===== src/rtl/tm_arb_pkg.sv =====
package tm_arb_pkg;

    localparam int unsigned NUM_SIDES = 2;

    // Phases of one word access
    typedef enum logic [2:0] {
        WS_IDLE      = 3'd0,
        WS_LAUNCH    = 3'd1,
        WS_SETTLE    = 3'd2,
        WS_HANDSHAKE = 3'd3,
        WS_DELIVER   = 3'd4
    } word_st_e;

endpackage


===== src/rtl/tm_rr_arb.sv =====
module tm_rr_arb
    import tm_arb_pkg::*;
(
    input  logic                 clk,
    input  logic                 rst_n,
    input  logic [NUM_SIDES-1:0] req_i,
    input  logic                 release_i,
    output logic                 take_o,
    output logic                 pick_o,
    output logic                 busy_o,
    output logic                 owner_o,
    output logic [NUM_SIDES-1:0] gnt_o
);

    typedef struct packed {
        logic busy;
        logic owner;
        logic last;
    } arb_s;

    arb_s arb_q, arb_d;

    always_comb begin
        arb_d  = arb_q;
        take_o = !arb_q.busy && (req_i != '0);
        if (&req_i) begin
            pick_o = ~arb_q.last;
        end else begin
            pick_o = req_i[1];
        end
        if (take_o) begin
            arb_d.busy  = 1'b1;
            arb_d.owner = pick_o;
        end else if (arb_q.busy && release_i) begin
            arb_d.busy = 1'b0;
            arb_d.last = arb_q.owner;
        end
    end

    always_ff @(posedge clk or negedge rst_n) begin
        if (!rst_n) begin
            arb_q.busy  <= 1'b0;
            arb_q.owner <= 1'b0;
            arb_q.last  <= 1'b1;
        end else begin
            arb_q <= arb_d;
        end
    end

    assign busy_o  = arb_q.busy;
    assign owner_o = arb_q.owner;

    for (genvar g = 0; g < NUM_SIDES; g++) begin : g_gnt
        assign gnt_o[g] = arb_q.busy && (arb_q.owner == 1'(g));
    end


    grant_hold_chk: assert property (@(posedge clk) disable iff (!rst_n)
        (arb_q.busy && !release_i) |=> (arb_q.busy && $stable(arb_q.owner)));


    tie_rotate_chk: assert property (@(posedge clk) disable iff (!rst_n)
        (!arb_q.busy && (&req_i)) |=> (arb_q.owner != $past(arb_q.last)));

endmodule


===== src/rtl/tm_word_fsm.sv =====
module tm_word_fsm
    import tm_arb_pkg::*;
#(
    parameter int WW = 3,
    parameter int DW = 16
) (
    input  logic          clk,
    input  logic          rst_n,
    input  logic          go_i,
    input  logic [WW-1:0] wait_i,
    input  logic          mem_ready_i,
    input  logic [DW-1:0] mem_rdata_i,
    output logic          stb_o,
    output logic          word_done_o,
    output logic [DW-1:0] rdata_o
);

    typedef struct packed {
        word_st_e      st;
        logic [WW-1:0] wcnt;
        logic [DW-1:0] rdata;
    } fsm_s;

    fsm_s fsm_q, fsm_d;

    always_comb begin
        fsm_d = fsm_q;
        case (fsm_q.st)
            WS_IDLE: begin
                if (go_i) fsm_d.st = WS_LAUNCH;
            end
            WS_LAUNCH: begin
                fsm_d.st   = WS_SETTLE;
                fsm_d.wcnt = '0;
            end
            WS_SETTLE: begin
                if (fsm_q.wcnt == wait_i) begin
                    fsm_d.st = WS_HANDSHAKE;
                end else begin
                    fsm_d.wcnt = fsm_q.wcnt + 1'b1;
                end
            end
            WS_HANDSHAKE: begin
                if (mem_ready_i) begin
                    fsm_d.st    = WS_DELIVER;
                    fsm_d.rdata = mem_rdata_i;
                end
            end
            WS_DELIVER: begin
                fsm_d.st = WS_IDLE;
            end
            default: begin
                fsm_d.st = WS_IDLE;
            end
        endcase
    end

    always_ff @(posedge clk or negedge rst_n) begin
        if (!rst_n) begin
            fsm_q.st    <= WS_IDLE;
            fsm_q.wcnt  <= '0;
            fsm_q.rdata <= '0;
        end else begin
            fsm_q <= fsm_d;
        end
    end

    assign stb_o       = (fsm_q.st == WS_LAUNCH) || (fsm_q.st == WS_SETTLE) ||
                         (fsm_q.st == WS_HANDSHAKE);
    assign word_done_o = (fsm_q.st == WS_DELIVER);
    assign rdata_o     = fsm_q.rdata;


    launch_settle_chk: assert property (@(posedge clk) disable iff (!rst_n)
        (fsm_q.st == WS_LAUNCH) |=> (fsm_q.st == WS_SETTLE));


    stall_hold_chk: assert property (@(posedge clk) disable iff (!rst_n)
        ((fsm_q.st == WS_HANDSHAKE) && !mem_ready_i) |=> ((fsm_q.st == WS_HANDSHAKE) && stb_o));


    single_deliver_chk: assert property (@(posedge clk) disable iff (!rst_n)
        word_done_o |=> !word_done_o);


    capture_chk: assert property (@(posedge clk) disable iff (!rst_n)
        ((fsm_q.st == WS_HANDSHAKE) && mem_ready_i) |=> (rdata_o == $past(mem_rdata_i)));

endmodule


===== src/rtl/tm_blk_seq.sv =====
module tm_blk_seq #(
    parameter int AW = 8,
    parameter int LW = 4,
    parameter int WW = 3
) (
    input  logic          clk,
    input  logic          rst_n,
    input  logic          take_i,
    input  logic [AW-1:0] base_i,
    input  logic [LW-1:0] len_i,
    input  logic          we_i,
    input  logic [WW-1:0] wait_i,
    input  logic          word_done_i,
    output logic [AW-1:0] addr_o,
    output logic          we_o,
    output logic [WW-1:0] wait_o,
    output logic          last_o,
    output logic          done_o
);

    typedef struct packed {
        logic [AW-1:0] base;
        logic [LW-1:0] len;
        logic          we;
        logic [WW-1:0] wait_n;
        logic [LW-1:0] cnt;
    } seq_s;

    seq_s seq_q, seq_d;

    always_comb begin
        seq_d = seq_q;
        if (take_i) begin
            seq_d.base   = base_i;
            seq_d.len    = len_i;
            seq_d.we     = we_i;
            seq_d.wait_n = wait_i;
            seq_d.cnt    = '0;
        end else if (word_done_i) begin
            if (seq_q.cnt == seq_q.len) begin
                seq_d.cnt = '0;
            end else begin
                seq_d.cnt = seq_q.cnt + 1'b1;
            end
        end
    end

    always_ff @(posedge clk or negedge rst_n) begin
        if (!rst_n) begin
            seq_q <= '0;
        end else begin
            seq_q <= seq_d;
        end
    end

    assign addr_o = seq_q.base + AW'(seq_q.cnt);
    assign we_o   = seq_q.we;
    assign wait_o = seq_q.wait_n;
    assign last_o = (seq_q.cnt == seq_q.len);
    assign done_o = word_done_i && last_o;


    count_step_chk: assert property (@(posedge clk) disable iff (!rst_n)
        (word_done_i && !last_o && !take_i) |=> (seq_q.cnt == LW'($past(seq_q.cnt) + 1'b1)));


    count_clear_chk: assert property (@(posedge clk) disable iff (!rst_n)
        done_o |=> (seq_q.cnt == '0));

endmodule


===== src/rtl/tm_word_arbiter.sv =====
module tm_word_arbiter
    import tm_arb_pkg::*;
#(
    parameter int AW = 8,
    parameter int DW = 16,
    parameter int LW = 4,
    parameter int WW = 3
) (
    input  logic          clk,
    input  logic          rst_n,
    input  logic [WW-1:0] wait_cfg,
    input  logic          bus_req,
    input  logic          bus_we,
    input  logic [AW-1:0] bus_base,
    input  logic [LW-1:0] bus_len,
    input  logic [DW-1:0] bus_wdata,
    output logic          bus_gnt,
    output logic          bus_rdy,
    output logic          bus_done,
    input  logic          cpu_req,
    input  logic          cpu_we,
    input  logic [AW-1:0] cpu_base,
    input  logic [LW-1:0] cpu_len,
    input  logic [DW-1:0] cpu_wdata,
    output logic          cpu_gnt,
    output logic          cpu_rdy,
    output logic          cpu_done,
    output logic [DW-1:0] rd_data,
    output logic          mem_stb,
    output logic          mem_we,
    output logic [AW-1:0] mem_addr,
    output logic [DW-1:0] mem_wdata,
    input  logic [DW-1:0] mem_rdata,
    input  logic          mem_ready
);

    logic [NUM_SIDES-1:0] req_v, gnt_v, rdy_v, done_v;
    logic                 take, pick, busy, owner;
    logic                 word_done, blk_done, blk_last, seq_we;
    logic [WW-1:0]        seq_wait;
    logic                 stb;

    assign req_v = {cpu_req, bus_req};

    tm_rr_arb u_arb (
        .clk       (clk),
        .rst_n     (rst_n),
        .req_i     (req_v),
        .release_i (blk_done),
        .take_o    (take),
        .pick_o    (pick),
        .busy_o    (busy),
        .owner_o   (owner),
        .gnt_o     (gnt_v)
    );

    tm_blk_seq #(.AW(AW), .LW(LW), .WW(WW)) u_seq (
        .clk         (clk),
        .rst_n       (rst_n),
        .take_i      (take),
        .base_i      (pick ? cpu_base : bus_base),
        .len_i       (pick ? cpu_len : bus_len),
        .we_i        (pick ? cpu_we : bus_we),
        .wait_i      (wait_cfg),
        .word_done_i (word_done),
        .addr_o      (mem_addr),
        .we_o        (seq_we),
        .wait_o      (seq_wait),
        .last_o      (blk_last),
        .done_o      (blk_done)
    );

    tm_word_fsm #(.WW(WW), .DW(DW)) u_fsm (
        .clk         (clk),
        .rst_n       (rst_n),
        .go_i        (busy),
        .wait_i      (seq_wait),
        .mem_ready_i (mem_ready),
        .mem_rdata_i (mem_rdata),
        .stb_o       (stb),
        .word_done_o (word_done),
        .rdata_o     (rd_data)
    );

    for (genvar g = 0; g < NUM_SIDES; g++) begin : g_side
        assign rdy_v[g]  = word_done && busy && (owner == 1'(g));
        assign done_v[g] = rdy_v[g] && blk_last;
    end

    assign mem_stb   = stb;
    assign mem_we    = stb && seq_we;
    assign mem_wdata = owner ? cpu_wdata : bus_wdata;

    assign bus_gnt  = gnt_v[0];
    assign cpu_gnt  = gnt_v[1];
    assign bus_rdy  = rdy_v[0];
    assign cpu_rdy  = rdy_v[1];
    assign bus_done = done_v[0];
    assign cpu_done = done_v[1];


    grant_excl_chk: assert property (@(posedge clk) disable iff (!rst_n)
        $onehot0({cpu_gnt, bus_gnt}));


    rdy_excl_chk: assert property (@(posedge clk) disable iff (!rst_n)
        $onehot0({cpu_rdy, bus_rdy}));


    done_with_rdy_chk: assert property (@(posedge clk) disable iff (!rst_n)
        (bus_done || cpu_done) |-> (bus_rdy || cpu_rdy));


    addr_steady_chk: assert property (@(posedge clk) disable iff (!rst_n)
        (mem_stb && $past(mem_stb)) |-> $stable(mem_addr));

endmodule


===== config.mk =====
export PLATFORM = sky130hd
export DESIGN_NAME = tm_word_arbiter
export DESIGN_NICKNAME = d
export VERILOG_FILES = /design/src/rtl/tm_arb_pkg.sv /design/src/rtl/tm_rr_arb.sv /design/src/rtl/tm_word_fsm.sv /design/src/rtl/tm_blk_seq.sv /design/src/rtl/tm_word_arbiter.sv
export SDC_FILE = /design/constraint.sdc
export NUM_CORES = 1
export LEC_CHECK = 0
export BUFFER_PORTS_ARGS = -buffer_cell sky130_fd_sc_hd__buf_4
export CAP_MARGIN = 20
export CORE_MARGIN = 10
export CORE_UTILIZATION = 51
export CTS_CLUSTER_SIZE = 12
export DETAILED_ROUTE_END_ITERATION = 16
export PLACE_DENSITY_LB_ADDON = 0.12
export SLEW_MARGIN = 10
export SYNTH_ARGS = -nofsm -noshare
export SYNTH_HDL_FRONTEND = slang
export SYNTH_HIERARCHICAL = 1
export SYNTH_SLANG_ARGS = --single-unit

===== constraint.sdc =====
create_clock -name clk -period 3.05 [get_ports clk]
set_input_delay 0.305 -clock clk [delete_from_list [all_inputs] [get_ports clk]]
set_output_delay 0.305 -clock clk [all_outputs]
set_load 0.02 [all_outputs]

## Word-level counts from Yosys, hierarchy flattened

Cells that the tools add are included.

- Bits in read-only memories: 0
- Bits of input ports: 82
- Output and inout bits: 48
- RAM bits: 0
- Memories kept: 0
- Bits in latches: 0
- Logic and storage cells: 67
- Register bits after elaboration: 45

- Reduce and logical (&&, ||, !) cells: 24
- $add $sub $neg: 3
- Muxes and demuxes: 16
- Multiply operators: 0
- Bitwise operators: 3
- Order comparisons: 0
- Equality and inequality tests: 10
- Div/mod/pow operators: 0
- Shift-type cells: 0

Operators with widths:

| kind | count |
|---|---|
| $mux 16 | 1 |
| $mux 4 | 4 |
| $mux 3 | 4 |
| $pmux 3 s4 | 1 |
| $logic_and 1x1->1 | 11 |
| $add 8x4->8 | 1 |
| $mux 8 | 1 |
| $reduce_and 2->1 | 4 |
| $reduce_bool 2->1 | 4 |
| $eq 3x2->1 const B | 2 |
| $ne 2x2->1 const B | 3 |
| $pmux 3 s2 | 1 |
| $add 4x1->4 const B | 1 |
| $eq 4x4->1 | 1 |
| $mux 1 | 4 |
| $add 3x1->3 const B | 1 |
| $eq 3x1->1 const B | 1 |
| $eq 3x3->1 | 1 |
| $eq 3x3->1 const B | 1 |
| $logic_not 3->1 | 1 |
| $not 1->1 | 3 |
| $reduce_and 3->1 | 1 |
| $logic_or 1x1->1 | 2 |
| $ne 2x1->1 const B | 1 |
| $logic_not 1->1 | 1 |

## Depth between registers and ports, before layout

Gate-level depths: netlist of the first run.

- Depth after elaboration: 5
- Depth in mapped cells: 7
- Gate-level depth less buffers: 7

## Hierarchy

The synthesis of the first run kept the hierarchy.

By module, submodules not included:

| module | area an instance (um2) | instances | cells an instance | sequential area each (um2) |
|---|---|---|---|---|
| tm_word_fsm | 1,134.8 | 1 | 91 | 550.5 |
| tm_blk_seq | 1,132.3 | 1 | 99 | 500.5 |
| tm_word_arbiter | 437.9 | 1 | 37 | 0.0 |
| tm_rr_arb | 153.9 | 1 | 15 | 76.3 |

## Worst setup path before layout of the first run

Ideal clock, no wire load.

- Path type: reg2out
- From: reg u_seq/seq_q[0] in the netlist's numbering
- To: out mem_addr[6]
- Cell stages (with the launch flop): 8
- Slack: 0.983 ns
- Data required time: 2.745 ns
- Buffers on the path: 0
- Arrival: 1.762 ns
- Cell sequence: dfrtp_1 -> ha_1 -> inv_1 -> fa_1 -> nor2b_1 -> o21a_1 -> o211ai_1 -> xnor2_1

- Word-level cells in the longest chain between the ends: 1

Ends and longest elaborated chain:

| element | line | source |
|---|---|---|
| from (decl) | tm_blk_seq.sv:29 | `seq_s seq_q, seq_d;` |
| from (signal assigned) | tm_blk_seq.sv:52 | `seq_q <= seq_d;` |
| $add 8x4->8 | tm_blk_seq.sv:56 | `assign addr_o = seq_q.base + AW'(seq_q.cnt);` |
| to (decl) | tm_word_arbiter.sv:31 | `output logic [AW-1:0] mem_addr,` |

Every way passes these cells.

## Final worst setup path of the first run

Ends and elaborated chain as after synthesis.

==> parameters.txt, run 1 <==
Parameter                              Value

Pwr
  Maximum VDD drop    0.000537 V
  Net Sw Frac    40.9%
  Part of the total power dissipated in sequential elements    33.2%
  Power density of the placed cells    900 mW/mm^2
  Overall power of the completed layout    3.42 mW
  Net switching component of the power    1.40 mW
  Clk network pwr share    10.5%
  Internal power    2.02 mW
  Combinational power share    56.4%
  Static Leak    1.87 nW

Flow run
  Total of max-cap violations    0

Placed design
  Placed wire-length estimate after detailed placement    5660 microns
  Number of placed instances, taps included    415
  IO Port Bufs    129
  Final estimated routing congestion in global placement    0.804

Yosys
  Library cell with the highest instance count after synthesis    dfrtp_1
  Area leader, netlist    dfrtp_1
  Leading cell types by total area after synthesis    dfrtp_1, mux2_2, mux2_4
  Synth Warn #    6
  Post-synth top area share    38.5%
  Main flop type after synthesis    dfrtp_1
  Number of instances in the synthesized netlist    242
  Netlist cell types    53
  Summed instance area of the synthesized netlist    0.00286 sq mm
  Syn_area_per_cell    11.8 sq um
  Asr flop ratio synth    100%
  Post-synthesis register bit count    45
  List of most frequent post-synthesis cells    dfrtp_1, mux2_2, mux2_4, buf_4
  Sequential-to-total area share from yosys stat    39.4%
  Number of flops mapped to enable cells by yosys    0
  Syn nets    331

Clocking
  Count of cells resized by post-cts repair    0
  Clock transition at the register clock pins on the worst setup and hold paths after CTS    0.08 ns
  Library cell used as clock root buffer    clkbuf_8
  Number of H-tree levels    2
  CTS tree    built
  Clock Sink Count    45
  Post-CTS Setup Inserts    0
  Hold buffer count at CTS    0
  Clk_lat worst skew    0.29 ns
  Number of buffers created by CTS    5
  Maximum clock path buffer count    2

Route
  Wire length reported by the detailed router    7100 microns
  Drc violations    0
  Number of nets still failing antenna checks after routing    0
  Via count normalized by instance count    5.16
  Total via count in the routed design    2,184
  Wire per inst    16.8 microns
  DR pass1 iterations    4
  DR iter-0 viols    55

Worst setup path
  Critical path fanouts, max    6
  Stage delay of the slowest cell on the critical path    0.45 ns
  Kind of capture point of the worst setup path    output port
  Critical path, cell by cell    ha_1 -> inv_1 -> fa_1 -> nor2b_1 -> o21a_1 -> o211ai_1 -> xnor2_1 -> buf_4
  Data required time at the worst endpoint    2.74 ns
  Critical path type    register to output port
  Kind of start point of the critical path    register
  Cell type of the slowest stage on the worst timing path    dfrtp_1
  Arrival time at the worst endpoint    2.10 ns

Cells and area
  Area taken by multi-input logic gates    0.00149 sq mm
  Count of filler cells inserted in the layout    433
  Combined flip-flop and latch cell area    0.00113 sq mm
  Post-layout nets    439
  Filler-free cell count of the finished design    423
  Share of final-layout standard cells stronger than drive strength 1    59.5%
  Antenna diode count    0
  Layout Area Growth over Synthesis    32.7%

STA
  Max Clock Skew    0.00401 ns
  Maximum clock frequency    0.417 GHz
  Unrepaired setup endpoints after global routing    no
  Worst-case hold slack    -0.0190 ns
  Worst-margin pin slew    0.872 ns
  Sum Neg Setup Slack    0 ns
  Final hold viol count    7
  Slew Limit Headroom    41.9%
  Pins over their slew limit    0
  Period utilization    78.7%
  Number of setup violations in the final report    0
  Final period demand of the worst path    2.40 ns

Floorplanning
  Die width    94.9 microns
  IO Pins    130
  DIE AREA    0.00900 sq mm
  Placeable core region    0.00547 sq mm
  Initial Util    52.2%
  Vert. Die Dim    94.9 microns
  FP Rows    27

Status
  Violated checks    negative hold slack
  Result of the run    finished, violations left

Global route
  GRT overflow    0
  Antenna violations before repair    0
  First-pass GRT wire length    11,300 microns
  Maximum number of pins on one net before global-route repair    46
  Total global routing track utilization    15.4%
  Vias in the first global route    2,314

Hold path
  Class of the tightest hold or removal check    input pin to asynchronous set/reset pin
-- power groups by stage --
| stage | Combinational (mW) | Clock (mW) | Sequential [mW] |
|---|---|---|---|
| 2_1_floorplan | 1.55 | 0 | 1.02 |
| 3_3_place_gp | 1.91 | 0 | 1.13 |
| 3_5_place_dp | 1.95 | 0 | 1.14 |
| 4_1_cts | 1.96 | 0.374 | 1.13 |
| 5_1_grt | 2.08 | 0.395 | 1.18 |
| 6_report | 1.93 | 0.358 | 1.13 |
-- flip-flops by register name (all words and copies together), names as in the netlist --
signal	count
u_fsm/rdata_o	16
u_seq/seq_q	16
u_fsm/fsm_q	6
u_seq/wait_o	3
u_arb/arb_q	1
u_arb/busy_o	1
u_arb/owner_o	1
u_seq/we_o	1
-- critical path: cells and delay by family (launching register included) --
family	cells	cell delay, ns
compound gates	2	0.24
xor+xnor	1	0.15
buf+inv	2	0.22
fa+ha+maj	2	0.61
flops	1	0.45
simple gates	1	0.14
-- path summary, 6_finish.rpt --
kind / from / endpoint / slack (ns) / depth (start not counted)
setup / recovery: u_seq/seq_q[0] / mem_addr[6] / 0.65 / 8
hold / removal: rst_n / u_seq/seq_q[16] / -0.02 / 1
setup reg to reg: u_fsm/fsm_q[19] / u_arb/arb_q[0] / 1.08 / 5
hold reg to reg: u_seq/we_o / u_seq/we_o / 0.51 / 1
max in group asynchronous: rst_n / u_seq/we_o / 2.67 / 1
min in group clk: mem_rdata[12] / u_fsm/rdata_o[12] / 0.24 / 2
-- kinds of logic after synthesis --
logic type / share of synthesized area (%)
multiplexers: 26.6
AND/OR/NAND/NOR: 12.6
flip-flops: 39.4
buffers and inverters: 8.71
AO/OA/AOI/OAI: 5.95
XOR/XNOR: 3.37
adder cells (fa/ha/maj): 3.33
-- final cells by class --
type,instances,share of cell area [%]
multi-input combinational,159,39.1
timing repair buffer,130,25.7
sequential,45,29.7
tap,72,2.37
inverter,9,0.890
clock buffer,6,1.91
clock inverter,2,0.264
-- metrics by stage --
step / util [%] / area (sq um) / setup WS [ns]
2_1_floorplan: - / 2860 / 0.983
3_3_place_gp: 67.8 / 3710 / 0.998
3_5_place_dp: 67.8 / 3710 / 0.978
4_1_cts: 69.3 / 3790 / 0.639
5_1_grt: 69.3 / 3790 / 0.536
6_report: 69.3 / 3790 / 0.649
-- metal layers --
layer / up-vias / track usage, % / share of wire [%]
li1: 1057 / - / -
met4: 0 / 3.62 / 1.4
met3: 9 / 6.26 / 9.5
met2: 67 / 27.2 / 51
met1: 1051 / 16.8 / 38
met5: - / 0 / 0
-- cell usage in the layout (no fill, tap or decap), types with 2 or more instances in the layout --
cell / netlist / routed
nand3_1: 6 / 6
inv_1: 9 / 9
nand3b_1: 2 / 2
and2_1: 3 / 3
xnor2_1: 3 / 3
a21boi_0: 2 / 2
o211ai_1: 4 / 4
nand2b_1: 4 / 4
xor2_1: 8 / 8
mux2_2: 40 / 40
o21ai_0: 8 / 8
nor2_1: 9 / 8
nand2_1: 6 / 6
ha_1: 6 / 6
buf_4: 19 / 130
nor3_1: 2 / 2
o22ai_1: 2 / 2
a21oi_1: 4 / 4
dfrtp_1: 44 / 44
and3_1: 2 / 2
clkinv_2: 0 / 2
clkbuf_8: 0 / 5
mux2_4: 20 / 20
o32ai_1: 2 / 2
No activity file was read; power rests on OpenSTA's default activity.
==> run 2, diff against run 1 <==
CORE_UTILIZATION = 47   (was 51)
clock period = 2.4 ns   (was 3.05 ns; I/O delays follow)
==> parameters.txt, run 2 (synthesis results as in run 1) <==
Parameter                              Value

Cells and area
  Most used cells in the layout excluding fill and tap cells    buf_4, dfrtp_1, mux2_2 (unchanged)
  Share of final-layout standard cells stronger than drive strength 1    60.7% (was 59.5%)
  Antenna diode count    0 (unchanged)
  Most common cell after layout, fill and taps aside    buf_4 (unchanged)
  Layout Area Growth over Synthesis    35.1% (was 32.7%)
  Filler-free cell count of the finished design    429 (was 423)
  Post-layout nets    443 (was 439)

Clocking
  Library cell used as clock root buffer    clkbuf_8 (unchanged)
  Clock transition at the register clock pins on the worst setup and hold paths after CTS    0.09 ns (was 0.08 ns)
  Number of buffers created by CTS    5 (unchanged)
  CTS tree    built (unchanged)
  Number of H-tree levels    2 (unchanged)
  Clock Sink Count    45 (unchanged)
  Clk_lat worst skew    0.30 ns (was 0.29 ns)
  Maximum clock path buffer count    2 (unchanged)

Hold path
  Class of the tightest hold or removal check    input pin to register (was input pin to asynchronous set/reset pin)
  Hold path depth    2

STA
  Sum Neg Setup Slack    0 ns (unchanged)
  Unrepaired setup endpoints after global routing    no (unchanged)
  Slew Limit Headroom    41.7% (was 41.9%)
  Final period demand of the worst path    2.19 ns
  Number of setup violations in the final report    0 (unchanged)
  Worst-margin pin slew    0.874 ns (was 0.872 ns)
  Max Clock Skew    0.00700 ns (was 0.00401 ns)
  Maximum clock frequency    0.456 GHz
  Worst-case hold slack    0.165 ns (was -0.0190 ns)
  Final hold viol count    0 (was 7)
  Period utilization    91.4%
  Pins over their slew limit    0 (unchanged)

Route
  Via count normalized by instance count    5.08 (was 5.16)
  Wire length reported by the detailed router    7250 microns (was 7100 microns)
  Total via count in the routed design    2,180 (was 2,184)
  Wire per inst    16.9 microns (was 16.8 microns)
  Number of nets still failing antenna checks after routing    0 (unchanged)
  DR iter-0 viols    56 (was 55)
  DR pass1 iterations    5 (was 4)
  Drc violations    0 (unchanged)

Placed design
  Final estimated routing congestion in global placement    0.777 (was 0.804)
  Placed wire-length estimate after detailed placement    5780 microns (was 5660 microns)
  Number of placed instances, taps included    420 (was 415)
  IO Port Bufs    129 (unchanged)

Floorplanning
  Die width    98.0 microns (was 94.9 microns)
  Initial Util    48.3% (was 52.2%)
  Vert. Die Dim    98.0 microns (was 94.9 microns)
  IO Pins    130 (unchanged)
  FP Rows    28 (was 27)
  DIE AREA    0.00960 sq mm (was 0.00900 sq mm)
  Placeable core region    0.00592 sq mm (was 0.00547 sq mm)

Global route
  Maximum number of pins on one net before global-route repair    46 (unchanged)
  Total global routing track utilization    15.0% (was 15.4%)
  GRT overflow    0 (unchanged)
  Antenna violations before repair    0 (unchanged)
  Vias in the first global route    2,299 (was 2,314)
  First-pass GRT wire length    11,900 microns (was 11,300 microns)

Pwr
  Overall power of the completed layout    4.50 mW (was 3.42 mW)
  Maximum VDD drop    0.000779 V (was 0.000537 V)
  Static Leak    1.90 nW (was 1.87 nW)
  Power density of the placed cells    1160 mW/mm^2 (was 900 mW/mm^2)

Worst setup path
  FF-to-FF path depth    4 (was 5)
  Kind of start point of the critical path    register (unchanged)
  Critical path type    register to output port (unchanged)
  Critical path fanouts, max    3 (was 6)
  Data required time at the worst endpoint    2.16 ns (was 2.74 ns)
  Arrival time at the worst endpoint    1.95 ns (was 2.10 ns)
  Kind of capture point of the worst setup path    output port (unchanged)

Flow run
  Total of max-cap violations    0 (unchanged)

Status
  Result of the run    complete, no violations (was finished, violations left)
[run 2: layout make-up]
class | count | area, sq um
clock buffers | 5 | 68.8
fillers | 509 | 2060
inverters | 9 | 33.8
repair buffers | 134 | 1010
flip-flops and latches | 45 | 1130
clock inverters | 2 | 38.8
multi-input cells | 159 | 1490
well taps | 75 | 93.8
[run 2: layer usage]
layer / routed length [microns] / global-route usage (%)
met5: 0 / 0
met4: 17 / 2.35
met3: 690 / 6.69
met2: 3580 / 24.9
met1: 2960 / 17.6
[run 2: power by group]
part | total (mW) | switching [mW] | leakage (nW) | internal (mW)
Clock | 0.571 | 0.263 | 0.0546 | 0.308
Combinational | 2.49 | 1.19 | 1.31 | 1.30
Sequential | 1.43 | 0.338 | 0.532 | 1.09
[run 2: final timing paths]
path                                    endpoint        startpoint  slack [ns]
worst min-delay path            u_fsm/rdata_o[6]      mem_rdata[6]        0.17
worst min register to register  u_fsm/rdata_o[3]  u_fsm/rdata_o[3]        0.51
min in group asynchronous        u_seq/seq_q[14]             rst_n        0.48
worst max-delay path                 mem_addr[6]   u_seq/seq_q[12]        0.21
max in group asynchronous         u_seq/seq_q[0]             rst_n        1.51
worst max register to register   u_seq/seq_q[11]    u_arb/arb_q[0]        0.48
[run 2: critical path: stages (launching register included)]
cell and delay (ns):
dfrtp_1 0.38, ha_2 0.20, inv_1 0.05, fa_2 0.34, nor2b_1 0.12, o21a_1 0.13, o211ai_1 0.10, xnor2_1 0.18
buf_4 0.16
[run 2: what timing repair did]
item / CTS / global route
buffers inserted: 0 / 1
resized for setup: 0 / 3
hold endpoints to repair: 44 / 0
hold buffers: 1 / 0
endpoints found under the setup margin: 0 / 2
[run 2: through the flow]
stage          area (sq um)  worst slack [ns]  utilization [%]
5_1_grt                3860           0.00761             65.2
3_5_place_dp           3730             0.375             63.0
2_1_floorplan          2860             0.398                -
6_report               3860             0.207             65.2
4_1_cts                3850            0.0377             65.0
3_3_place_gp           3730             0.413             63.0
==> run 3, diff against run 2 <==
CORE_MARGIN = not set   (was 10)
RECOVER_POWER = 25   (was not set)
==> parameters.txt, run 3 (synthesis results as in run 1) <==
Parameter                              Value

STA
  Slew Limit Headroom    27.4% (was 41.7%)
  Sum Neg Setup Slack    0 ns (unchanged)
  Period utilization    93.1% (was 91.4%)
  Final hold viol count    0 (unchanged)
  Pins over their slew limit    0 (unchanged)
  Final period demand of the worst path    2.24 ns (was 2.19 ns)
  Number of setup violations in the final report    0 (unchanged)
  Min setup slack post-route    0.165 ns (was 0.207 ns)
  Max Clock Skew    0.00614 ns (was 0.00700 ns)
  Maximum clock frequency    0.447 GHz (was 0.456 GHz)
  Worst-margin pin slew    1.09 ns (was 0.874 ns)

Route
  Total via count in the routed design    2,171 (was 2,180)
  Number of nets still failing antenna checks after routing    0 (unchanged)
  Via count normalized by instance count    5.07 (was 5.08)
  DR pass1 iterations    4 (was 5)
  DR iter-0 viols    70 (was 56)
  Drc violations    0 (unchanged)
  Wire length reported by the detailed router    5840 microns (was 7250 microns)
  Wire per inst    13.6 microns (was 16.9 microns)

Worst setup path
  Kind of start point of the critical path    register (unchanged)
  Data required time at the worst endpoint    2.16 ns (about the same)
  Critical path type    register to output port (unchanged)
  Kind of capture point of the worst setup path    output port (unchanged)
  Arrival time at the worst endpoint    2.00 ns (was 1.95 ns)
  Critical path fanouts, max    3 (unchanged)
  Family of cells with the greatest summed delay on the critical path    adder cells (unchanged)
  Buffer and inverter count on the worst path    2 (unchanged)
  Cell type of the slowest stage on the worst timing path    fa_1 (was dfrtp_1)
  Stage delay of the slowest cell on the critical path    0.40 ns (was 0.38 ns)
  Critical path, cell by cell    ha_1 -> inv_1 -> fa_1 -> nor2b_1 -> o21a_1 -> o211ai_1 -> xnor2_1 -> buf_4 (was ha_2 -> inv_1 -> fa_2 -> nor2b_1 -> o21a_1 -> o211ai_1 -> xnor2_1 -> buf_4)

Global route
  Maximum number of pins on one net before global-route repair    46 (unchanged)
  GRT overflow    0 (unchanged)
  First-pass GRT wire length    9390 microns (was 11,900 microns)
  Vias in the first global route    2,114 (was 2,299)
  Antenna violations before repair    0 (unchanged)
  Total global routing track utilization    18.9% (was 15.0%)

Pwr
  Net switching component of the power    1.74 mW (was 1.80 mW)
  Internal power    2.58 mW (was 2.70 mW)
  Power density of the placed cells    1130 mW/mm^2 (was 1160 mW/mm^2)
  Part of the total power dissipated in sequential elements    33.1% (was 31.8%)
  Net Sw Frac    40.4% (was 39.9%)
  Static Leak    1.88 nW (was 1.90 nW)
  Clk network pwr share    10.6% (was 12.7%)
  Combinational power share    56.3% (was 55.5%)
  Maximum VDD drop    0.000709 V (was 0.000779 V)

Clocking
  Number of H-tree levels    2 (unchanged)
  Library cell used as clock root buffer    clkbuf_8 (unchanged)
  Maximum clock path buffer count    2 (unchanged)
  CTS tree    built (unchanged)
  Clock transition at the register clock pins on the worst setup and hold paths after CTS    0.09 ns (about the same)
  Clock Sink Count    45 (unchanged)
  Number of buffers created by CTS    5 (unchanged)
  Clk_lat worst skew    0.29 ns (was 0.30 ns)

Flow run
  Total of max-cap violations    0 (unchanged)

Hold path
  Class of the tightest hold or removal check    input pin to register (unchanged)

Placed design
  Number of placed instances, taps included    419 (was 420)
  Final estimated routing congestion in global placement    0.801 (was 0.777)
  Post-place setup slack    0.390 ns (was 0.375 ns)
  IO Port Bufs    129 (unchanged)
  Placed wire-length estimate after detailed placement    4390 microns (was 5780 microns)

Cells and area
  Count of filler cells inserted in the layout    492 (was 509)
  Share of final-layout standard cells stronger than drive strength 1    60.1% (was 60.7%)
  Most common cell after layout, fill and taps aside    buf_4 (unchanged)
  Layout Utilization    65.0% (was 65.2%)
  Antenna diode count    0 (unchanged)
  Filler-free cell count of the finished design    428 (was 429)
  Layout Area Growth over Synthesis    33.8% (was 35.1%)
  Most used cells in the layout excluding fill and tap cells    buf_4, dfrtp_1, mux2_2 (unchanged)
  Post-layout nets    442 (was 443)

Floorplanning
  DIE AREA    0.00640 sq mm (was 0.00960 sq mm)
  Die width    80.0 microns (was 98.0 microns)
  FP Rows    28 (unchanged)
  Vert. Die Dim    80.0 microns (was 98.0 microns)
  IO Pins    130 (unchanged)
  Initial Util    48.6% (was 48.3%)
  Placeable core region    0.00589 sq mm (was 0.00592 sq mm)

Status
  Result of the run    complete, no violations (unchanged)
==> run 3: power groups by stage <==
stage	clock (mW)	sequential, mW	combinational, mW
after global placement	0	1.44	2.40
after CTS	0.482	1.44	2.44
after global routing	0.514	1.49	2.64
after detailed placement	0	1.45	2.43
final	0.458	1.43	2.43
after floorplan	0	1.29	1.96
==> run 3: per-stage QoR <==
stage / total power [mW] / hold WS (ns) / cell area (sq um)
global route: 4.64 / 0.148 / 3820
detailed placement: 3.88 / 0.278 / 3720
finish: 4.32 / 0.167 / 3820
CTS: 4.36 / 0.151 / 3820
global placement: 3.83 / 0.276 / 3720
floorplan: 3.26 / -0.0556 / 2860
==> run 3: cell type report <==
cell class              instances  area, sq um  share of cell area, %
flip-flops and latches         45         1130                   29.5
multi-input cells             159         1490                   38.8
clock inverters                 2         16.3                  0.425
repair buffers                133          998                   26.1
inverters                       9         33.8                  0.883
clock buffers                   5         68.8                   1.80
well taps                      75         93.8                   2.45
==> run 3: worst paths after layout <==
check	startpoint	end	slack, ns	depth (start not counted)
setup reg to reg	u_arb/arb_q[0]	u_seq/seq_q[19]	0.49	4
setup / recovery	u_seq/seq_q[0]	mem_addr[6]	0.16	8
max in group asynchronous	rst_n	u_seq/seq_q[0]	1.00	2
hold / removal	mem_rdata[12]	u_fsm/rdata_o[12]	0.17	2
min in group asynchronous	rst_n	u_seq/seq_q[14]	0.67	2
hold reg to reg	u_seq/we_o	u_seq/we_o	0.51	1
==> run 3: layer usage <==
layer / up-vias / wire length, microns / global-route usage [%]
li1: 1052 / - / -
met1: 1033 / 2410 / 23.9
met2: 81 / 2900 / 31.6
met3: 5 / 488 / 5.26
met4: 0 / 40 / 4.82
met5: - / 0 / 0
==> run 3: what timing repair did <==
action,4_1_cts,5_1_grt
resized for setup,0,1
endpoints found under the setup margin,0,2
buffers inserted,0,1
hold buffers,1,0
endpoints found under the hold margin,44,0
==> run 3: worst reg2reg max path, delay by kind of cell (launching register included) <==
family	cells	cell delay, ns
muxes	2	0.68
DFF	1	0.38
and+or+nand+nor	2	0.75
